File: src/rtl/sup_pkg.sv
// Shared types for the reset supervisor: control word layout and timeout codes.
package sup_pkg;
    localparam logic [1:0] TSEL_OFF = 2'b11;

    typedef struct packed {
        logic       prot_en;
        logic       wd_en;
        logic [1:0] tsel;
    } sup_cfg_t;

    localparam int CFG_W = $bits(sup_cfg_t);
endpackage

File: src/rtl/sup_sync.sv
// Bank of two-flop synchronizers, one per bit.
// Assumes: inputs are quasi-static relative to clk; RST_VAL gives each bit's idle value.
module sup_sync #(
    parameter int             W       = 2,
    parameter logic [W-1:0]   RST_VAL = '0
) (
    input  logic         clk,
    input  logic         rst_n,
    input  logic [W-1:0] d,
    output logic [W-1:0] q
);
    for (genvar i = 0; i < W; i++) begin : g_bit
        logic [1:0] stg;
        // Shift the asynchronous bit through two stages.
        always_ff @(posedge clk) begin
            if (!rst_n) stg <= {2{RST_VAL[i]}};
            else        stg <= {stg[0], d[i]};
        end
        assign q[i] = stg[1];
    end
endmodule

File: src/rtl/sup_cfg_reg.sv
// Watchdog control register with write-protect lock.
// Assumes: we and wdata are synchronous to clk; wp_n low plus stored prot_en locks all fields.
module sup_cfg_reg (
    input  logic              clk,
    input  logic              rst_n,
    input  logic              we,
    input  sup_pkg::sup_cfg_t wdata,
    input  logic              wp_n,
    output sup_pkg::sup_cfg_t cfg
);
    logic locked;

    // Lock applies when the pin is active and protection is armed.
    assign locked = !wp_n && cfg.prot_en;

    // Accept a write only while unlocked.
    always_ff @(posedge clk) begin
        if (!rst_n)                cfg <= '0;
        else if (we && !locked)    cfg <= wdata;
    end
endmodule

File: src/rtl/sup_wdog.sv
// Chip-select activity watchdog.
// Assumes: cs_s and ok_s are already synchronized; hold_on is the current reset state.
// A falling edge of cs_s restarts the count; trip pulses for one cycle at timeout.
module sup_wdog #(
    parameter int TMO0  = 8,
    parameter int TMO1  = 16,
    parameter int TMO2  = 32,
    parameter int CNT_W = 6
) (
    input  logic              clk,
    input  logic              rst_n,
    input  logic              cs_s,
    input  logic              ok_s,
    input  logic              hold_on,
    input  sup_pkg::sup_cfg_t cfg,
    output logic              trip,
    output logic [CNT_W-1:0]  cnt
);
    localparam logic [CNT_W-1:0] LIM0 = CNT_W'(TMO0 - 1);
    localparam logic [CNT_W-1:0] LIM1 = CNT_W'(TMO1 - 1);
    localparam logic [CNT_W-1:0] LIM2 = CNT_W'(TMO2 - 1);

    logic             cs_q;
    logic             fall;
    logic             active;
    logic             run;
    logic [CNT_W-1:0] lim;

    // Remember the previous chip-select level for edge detection.
    always_ff @(posedge clk) begin
        if (!rst_n) cs_q <= 1'b1;
        else        cs_q <= cs_s;
    end

    assign fall   = cs_q && !cs_s;
    assign active = cfg.wd_en && (cfg.tsel != sup_pkg::TSEL_OFF);
    assign run    = active && ok_s && !hold_on && !fall;

    // Pick the terminal count for the selected timeout code.
    always_comb begin
        case (cfg.tsel)
            2'b00:   lim = LIM0;
            2'b01:   lim = LIM1;
            default: lim = LIM2;
        endcase
    end

    assign trip = run && (cnt >= lim);

    // Count idle cycles; clear on edge, trip, reset, supply loss or disable.
    always_ff @(posedge clk) begin
        if (!rst_n)            cnt <= '0;
        else if (!run || trip) cnt <= '0;
        else                   cnt <= cnt + CNT_W'(1);
    end
endmodule

File: src/rtl/sup_stretch.sv
// Reset stretcher shared by both reset causes.
// Assumes: ok_s is synchronized; trip is a single-cycle pulse issued only while released.
module sup_stretch #(
    parameter int HOLD_CYC = 20
) (
    input  logic clk,
    input  logic rst_n,
    input  logic ok_s,
    input  logic trip,
    output logic asrt
);
    localparam int             HW   = (HOLD_CYC > 2) ? $clog2(HOLD_CYC) : 1;
    localparam logic [HW-1:0]  LAST = HW'(HOLD_CYC - 1);

    logic [HW-1:0] hcnt;

    // Assert on supply loss or trip, release after HOLD_CYC good cycles.
    always_ff @(posedge clk) begin
        if (!rst_n) begin
            asrt <= 1'b1;
            hcnt <= '0;
        end else if (!ok_s || trip) begin
            asrt <= 1'b1;
            hcnt <= '0;
        end else if (asrt) begin
            if (hcnt == LAST) begin
                asrt <= 1'b0;
                hcnt <= '0;
            end else begin
                hcnt <= hcnt + HW'(1);
            end
        end
    end
endmodule

File: src/rtl/supply_wdog_supervisor.sv
// Top of the supply and watchdog reset supervisor.
// Assumes: supply_ok_i and cs_n_i are asynchronous; configuration inputs are synchronous.
// The reset pin is open drain: rst_oe_o pulls, rst_lvl_o carries the polarity.
module supply_wdog_supervisor #(
    parameter int HOLD_CYC        = 10_000_000,
    parameter int TMO0            = 7_500_000,
    parameter int TMO1            = 30_000_000,
    parameter int TMO2            = 70_000_000,
    parameter bit RST_ACTIVE_HIGH = 1'b0
) (
    input  logic       clk,
    input  logic       rst_n,
    input  logic       supply_ok_i,
    input  logic       cs_n_i,
    input  logic       wp_n_i,
    input  logic       cfg_we_i,
    input  logic [3:0] cfg_wdata_i,
    output logic       rst_oe_o,
    output logic       rst_lvl_o
);
    localparam int MAX01 = (TMO0 > TMO1) ? TMO0 : TMO1;
    localparam int MAXT  = (MAX01 > TMO2) ? MAX01 : TMO2;
    localparam int CNT_W = $clog2(MAXT + 1);

    logic              ok_s;
    logic              cs_s;
    logic              trip;
    logic              asrt;
    logic [CNT_W-1:0]  wd_cnt;
    sup_pkg::sup_cfg_t cfg;

    sup_sync #(.W(2), .RST_VAL(2'b10)) u_sync (
        .clk   (clk),
        .rst_n (rst_n),
        .d     ({cs_n_i, supply_ok_i}),
        .q     ({cs_s, ok_s})
    );

    sup_cfg_reg u_cfg (
        .clk   (clk),
        .rst_n (rst_n),
        .we    (cfg_we_i),
        .wdata (sup_pkg::sup_cfg_t'(cfg_wdata_i)),
        .wp_n  (wp_n_i),
        .cfg   (cfg)
    );

    sup_wdog #(.TMO0(TMO0), .TMO1(TMO1), .TMO2(TMO2), .CNT_W(CNT_W)) u_wdog (
        .clk     (clk),
        .rst_n   (rst_n),
        .cs_s    (cs_s),
        .ok_s    (ok_s),
        .hold_on (asrt),
        .cfg     (cfg),
        .trip    (trip),
        .cnt     (wd_cnt)
    );

    sup_stretch #(.HOLD_CYC(HOLD_CYC)) u_stretch (
        .clk   (clk),
        .rst_n (rst_n),
        .ok_s  (ok_s),
        .trip  (trip),
        .asrt  (asrt)
    );

    assign rst_oe_o = asrt;

    if (RST_ACTIVE_HIGH) begin : g_act_hi
        assign rst_lvl_o = asrt;
    end else begin : g_act_lo
        assign rst_lvl_o = !asrt;
    end
endmodule

File: config.mk
export PLATFORM = sky130hd
export DESIGN_NAME = supply_wdog_supervisor
export DESIGN_NICKNAME = d
export VERILOG_FILES = /design/src/rtl/sup_pkg.sv /design/src/rtl/sup_sync.sv /design/src/rtl/sup_cfg_reg.sv /design/src/rtl/sup_wdog.sv /design/src/rtl/sup_stretch.sv /design/src/rtl/supply_wdog_supervisor.sv
export SDC_FILE = /design/constraint.sdc
export NUM_CORES = 1
export LEC_CHECK = 0
export BUFFER_PORTS_ARGS = -buffer_cell sky130_fd_sc_hd__buf_2
export CELL_PAD_IN_SITES_DETAIL_PLACEMENT = 2
export CELL_PAD_IN_SITES_GLOBAL_PLACEMENT = 2
export CORE_UTILIZATION = 30
export DETAILED_ROUTE_END_ITERATION = 8
export PLACE_DENSITY = 0.72
export SLEW_MARGIN = 15
export SYNTH_ARGS = -nofsm -noshare
export SYNTH_HDL_FRONTEND = slang
export SYNTH_HIERARCHICAL = 1
export SYNTH_SLANG_ARGS = --single-unit
File: constraint.sdc
create_clock -name clk -period 5.13 [get_ports clk]
set_clock_uncertainty 0.15 [all_clocks]
set_input_delay 0.513 -clock clk [delete_from_list [all_inputs] [get_ports clk]]
set_output_delay 0.513 -clock clk [all_outputs]
set_load 0.1 [all_outputs]
; ---- Word level (Yosys, flattened, before mapping)
; Cells that the tools add are included.
[op_classes]
add_sub_neg = 2
multipliers = 0
div_mod_pow = 0
order_cmp = 1
n_eq_ne = 3
shift = 0
n_mux = 4
bitwise_logic = 1
reduce_logical = 20
[op_table]
columns = operator, n
row1 = one-hot mux 27 bit (2 select lines), 1
row2 = "adder 27 x 1 -> 27 bit, second input constant", 1
row3 = >= comparator 27 bit, 1
row4 = "adder 24 x 1 -> 24 bit, second input constant", 1
row5 = "== test 24 bit, second input constant", 1
row6 = two-way mux 24 bit, 1
row7 = logical AND 1 bit, 8
row8 = logical NOT 1 bit, 7
row9 = OR reduction 2 bit, 2
row10 = "== test 2 x 1 -> 1 bit, second input constant", 1
row11 = logical NOT 2 bit, 1
row12 = logical OR 1 bit, 2
row13 = two-way mux 1 bit, 2
row14 = "inequality test 2 bit, second input constant", 1
row15 = inverter 1 bit, 1
[totals]
register_bits = 61
latchBits = 0
ram_bits = 0
romBits = 0
input_bits = 10
out_inout_bits = 2
n_memories = 0

; ---- Depth between registers and ports, before layout
[depth]
ltp_word = 8
mapped_depth = 15
ltp_nobuf = 13

; ---- Cells and area by module
; Netlist, hierarchy kept.
[modules_own_cells]
columns = mod, n_inst, cells_per_inst, area_per_inst_um2, seq_area_each_um2
row1 = sup_wdog, 1, 200, 1791.7, 560.5
row2 = sup_stretch, 1, 160, 1361.3, 500.5
row3 = sup_cfg_reg, 1, 18, 162.7, 80.1
row4 = sup_sync, 1, 10, 120.1, 80.1
row5 = supply_wdog_supervisor, 1, 1, 3.8, 0.0

; ---- Worst setup path after synthesis
; Ideal clock, no wire load.
[synth_path]
path_type = reg-to-reg
startpoint = register u_cfg/cfg[0] (netlist name)
endpoint = register u_stretch.hcnt[11]
t_arrival_ps = 2649
required_time_ps = 4863
slack_ps = 2214
path_stages_with_launch = 14
synth_period_minus_slack_ps = 2916
path_cell_list = dfxtp_1 -> nor2b_4 -> buf_6 -> inv_1 -> ha_1 -> nand4_1 -> or3_1 -> a311oi_2 -> nor3_1 -> nor4_1 -> and3b_1 -> o21ai_1 -> buf_2 -> nor2_1
[synth_via]
elab_chain_len = 8
elab_cells_between_ends = 12
[synth_lines]
columns = element, line_no
row1 = "parallel branches: the longest is 5 deep, another holds >= comparator 27 bit", --
row2 = logical AND 1 bit (*), sup_wdog.sv:48  ; assign trip = run && (cnt >= lim);
row3 = via trip, supply_wdog_supervisor.sv:27  ; logic trip;
row4 = logical OR 1 bit (*), sup_stretch.sv:22  ; end else if (!ok_s || trip) begin
row5 = OR reduction 2 bit (no source line) (*), --
row6 = "end signal, assigned", sup_stretch.sv:30  ; hcnt <= hcnt + HW'(1);
row7 = "end, declared", sup_stretch.sv:15  ; logic [HW-1:0] hcnt;
; Mark *: on every way through the listed nets, which the timed path passes.
; A chain may end at the register's enable or synchronous reset.

; ---- Final worst setup path
[layout_path]
startpoint = register u_cfg/cfg[0] (netlist name)
endpoint = register u_stretch.hcnt[22]
[layout_via]
elab_chain_len = 8
elab_cells_between_ends = 12
[layout_lines]
columns = element, line_no
row1 = "parallel branches: the longest is 5 deep, another holds >= comparator 27 bit", --
row2 = logical AND 1 bit (*), sup_wdog.sv:48
row3 = via trip, supply_wdog_supervisor.sv:27
row4 = logical OR 1 bit (*), sup_stretch.sv:22
row5 = OR reduction 2 bit (no source line) (*), --
; Marked as above.

==> impl_metrics.toml <==
[outcome]
status = "finished clean"

[synth]
synth_xor_area_share_pct = 10.9
synth_edf_count = 0
synth_top_area_share_pct = 35.5
synth.area.mux_share_pct = 0.873
yosysSeqAreaShare_pct = 35.5
syn_inst = 389
netlist_area_um2 = 3440
synthAdderAreaFrac_pct = 6.18
syn_avg_cell_area_um2 = 8.84
yosysTopAreaCell = "dfxtp_1"
synth_fp_nets = 416
yosysWarningCount = 6
synth_top_family_by_area = "simple AND/OR/NAND/NOR gates"
synthArstFlopShare_pct = 0
synth_compound_area_share_pct = 8.11
synth_top_flop_cell = "dfxtp_1"
synth_area_leaders = "dfxtp_1 36%, xor2_1 8.7%, ha_1 6.2%"
synth-seq-cells = 61
yosys.area_share.simple_pct = 33.0
synth_cell_types = 57

[power]
power_mw = 1.13
power_leakage_nw = 1.33
ir_drop_uv = 153
power.density_cell_area_nw_per_um2 = 295

[routing]
vias = 2825
post_drt_wl_per_cell_um = 16.3
drcViolationCount = 0
drtIter0Drc = 121
vias_per_cell = 5.22
drt-total-wl_um = 8810
ant_nets = 0
dr.pass1.iters = 4

[final_layout]
drive_above_1_share_pct = 14.0
num_antenna_cells = 0
fin_util_pct = 34.9
fill_cells = 1208
multi_input_area_um2 = 2030
layout_common_cells = "61 x dfxtp_1, 42 x nor2_1, 39 x nand2_1, 34 x xor2_1, 27 x nand3_1"
final_nets = 423
layout_commonest_cell = "dfxtp_1"
stdcell_area_um2 = 3830
layout.area.seq_um2 = 1220
syn2layout_area_growth_pct = 11.3

[placement]
placed_area_um2 = 3530
place_congestion = 0.819
hpwl_um = 6280
dp_slack_ns = 1.50
io_buffers = 11

[die]
coreArea_um2 = 11000
dieArea_um2 = 11900
die_h_um = 109
row_count = 38
start_util_pct = 31.3
die_w_um = 109
ios = 12

[clock_tree]
ctsResizeCount = 0
cts_root_buf = "clkbuf_16"
cts.hold.buffers_added = 0
clk_pin_slew_worst_paths_ns = 0.05
cts.sinks = 61
clk_latency_ns = 0.33
post_cts_buffers = 0
cts_tree = "built"
cts_buffer_depth = 2
cts_made_buffers = 9
htree_levels = 3

[global_routing]
grt_pass1_vias = 2946
grt_pass1_wl_um = 15000
grt_max_degree = 27
overflow = 0
grt_use_total_pct = 16.3
antenna_found_initial = 0

[sta]
drv_slew = 0
relSlewSlack_pct = 23.3
setup_tns_ns = 0
rsz0062_at_grt = "false"
fmax_mhz = 272
hold_viol_final = 0
fin_ws_ns = 1.45
final-setup-viol-count = 0
finalCritPeriodShare_pct = 71.7
final.min_clock_period_ns = 3.68
worst_slew_pin_slew_ns = 1.14

[worst_setup_path]
critPathKind = "flip-flop to flip-flop"
r2r_start = "u_cfg/cfg[0]$_SDFFE_PN0P_"
required_ns = 5.25
start_kind = "flip-flop"
crit_arrival_ns = 3.79
startpoint = "u_cfg/cfg[0]$_SDFFE_PN0P_"
worst-r2r-cell-count = 12
timing.rr.end = "u_stretch/hcnt[22]$_SDFFE_PP0P_"
cp-endpoint = "u_stretch/hcnt[22]$_SDFFE_PP0P_"
critical_path.max_fanout = 13
endpoint_kind = "flip-flop"
rrSetupSlack_ns = 1.45

[run]
drv_cap = 0

[worst_hold_path]
worstHoldPathType = "input pin to flip-flop"
whs_path_depth = 2
[per-layer routing]
layer	part of all wire, %	track usage (%)	wire, um	vias to the layer above
li1	-	-	-	1390
met1	49	21.5	4300	1397
met2	48	26.3	4200	28
met3	2.0	2.57	175	10
met4	1.6	6.27	138	0
met5	0	0	0	-
[Yosys cell counts, types with 2 or more instances]
library cell   n
a21oi_1       15
a22oi_1        4
and2_1         4
and3_1         5
and4_1         4
buf_2          3
buf_4          3
buf_6          5
clkbuf_1       2
clkbuf_8       2
dfxtp_1       61
ha_1          17
inv_1         10
mux2i_1        3
nand2_1       39
nand2b_1       5
nand3_1       27
nand3b_1       2
nand4_1       15
nand4_2        3
nand4b_1       3
nor2_1        42
nor2_2         4
nor2_4         8
nor2b_1        2
nor3_1         9
nor4_1         5
nor4_2         2
o211ai_1       2
o21ai_0        8
o21ai_1        5
or3_1          3
or4b_1         2
xnor2_1        9
xor2_1        34
[sequential cells by signal (all words and copies together), names as in the netlist]
| signal | count |
|---|---|
| u_stretch/hcnt | 24 |
| u_stretch/asrt | 1 |
| u_wdog/cnt | 27 |
| u_wdog/cs_q | 1 |
| u_cfg/cfg | 4 |
| u_sync/g_bit.stg | 4 |
[layout make-up]
cell class                      instances  area share (%)
Inverter                               10           0.980
Timing Repair Buffer                   12            1.63
Sequential cell                        61            31.9
Clock buffer                           10            6.24
Tap cell                              140            4.57
Clock inverter                          6            1.63
Multi-Input combinational cell        302            53.1
[worst max-delay path: stages (launching register included)]
cell and delay, ns:
dfxtp_1 0.49, nor2b_4 0.30, inv_1 0.16, ha_1 0.33, a211o_1 0.32, a21oi_1 0.19, o211ai_1 0.14, nor3_1 0.33
nor4_1 0.09, nand3b_1 0.57, nor3_1 0.33, nand3_1 0.11, nand3_1 0.10
[worst min-delay path by stage]
stage	from	end	slack, ns
2_1_floorplan	u_sync/g_bit[1].stg[0]$_SDFF_PN1_	u_sync/g_bit[1].stg[1]$_SDFF_PN1_	0.24
3_3_place_gp	u_sync/g_bit[1].stg[0]$_SDFF_PN1_	u_sync/g_bit[1].stg[1]$_SDFF_PN1_	0.25
3_5_place_dp	u_sync/g_bit[0].stg[0]$_SDFF_PN0_	u_sync/g_bit[0].stg[1]$_SDFF_PN0_	0.28
4_1_cts	cs_n_i	u_sync/g_bit[1].stg[0]$_SDFF_PN1_	0.22
5_1_grt	cs_n_i	u_sync/g_bit[1].stg[0]$_SDFF_PN1_	0.24
6_report	cs_n_i	u_sync/g_bit[1].stg[0]$_SDFF_PN1_	0.23
[cells by family after synthesis]
| family | count (synthesis) |
|---|---|
| and+or+nand+nor | 196 |
| buffers and inverters | 26 |
| xor gates and xnor gates | 43 |
| muxes | 3 |
| AOI/OAI and AO/OA | 43 |
| DFF | 61 |
| adders and majority gates | 17 |
[power by group]
part           switching (mW)  internal (mW)  total [mW]
logic                  0.0215         0.0147      0.0362
clock network           0.223          0.387       0.610
registers             0.00461          0.478       0.483
[stage by stage]
stage | instances | hold WS [ns]
2_1_floorplan | 389 | 0.236
3_3_place_gp | 525 | 0.251
3_5_place_dp | 525 | 0.278
4_1_cts | 541 | 0.221
5_1_grt | 541 | 0.240
6_report | 541 | 0.228
(Power assumes the default switching activity.)
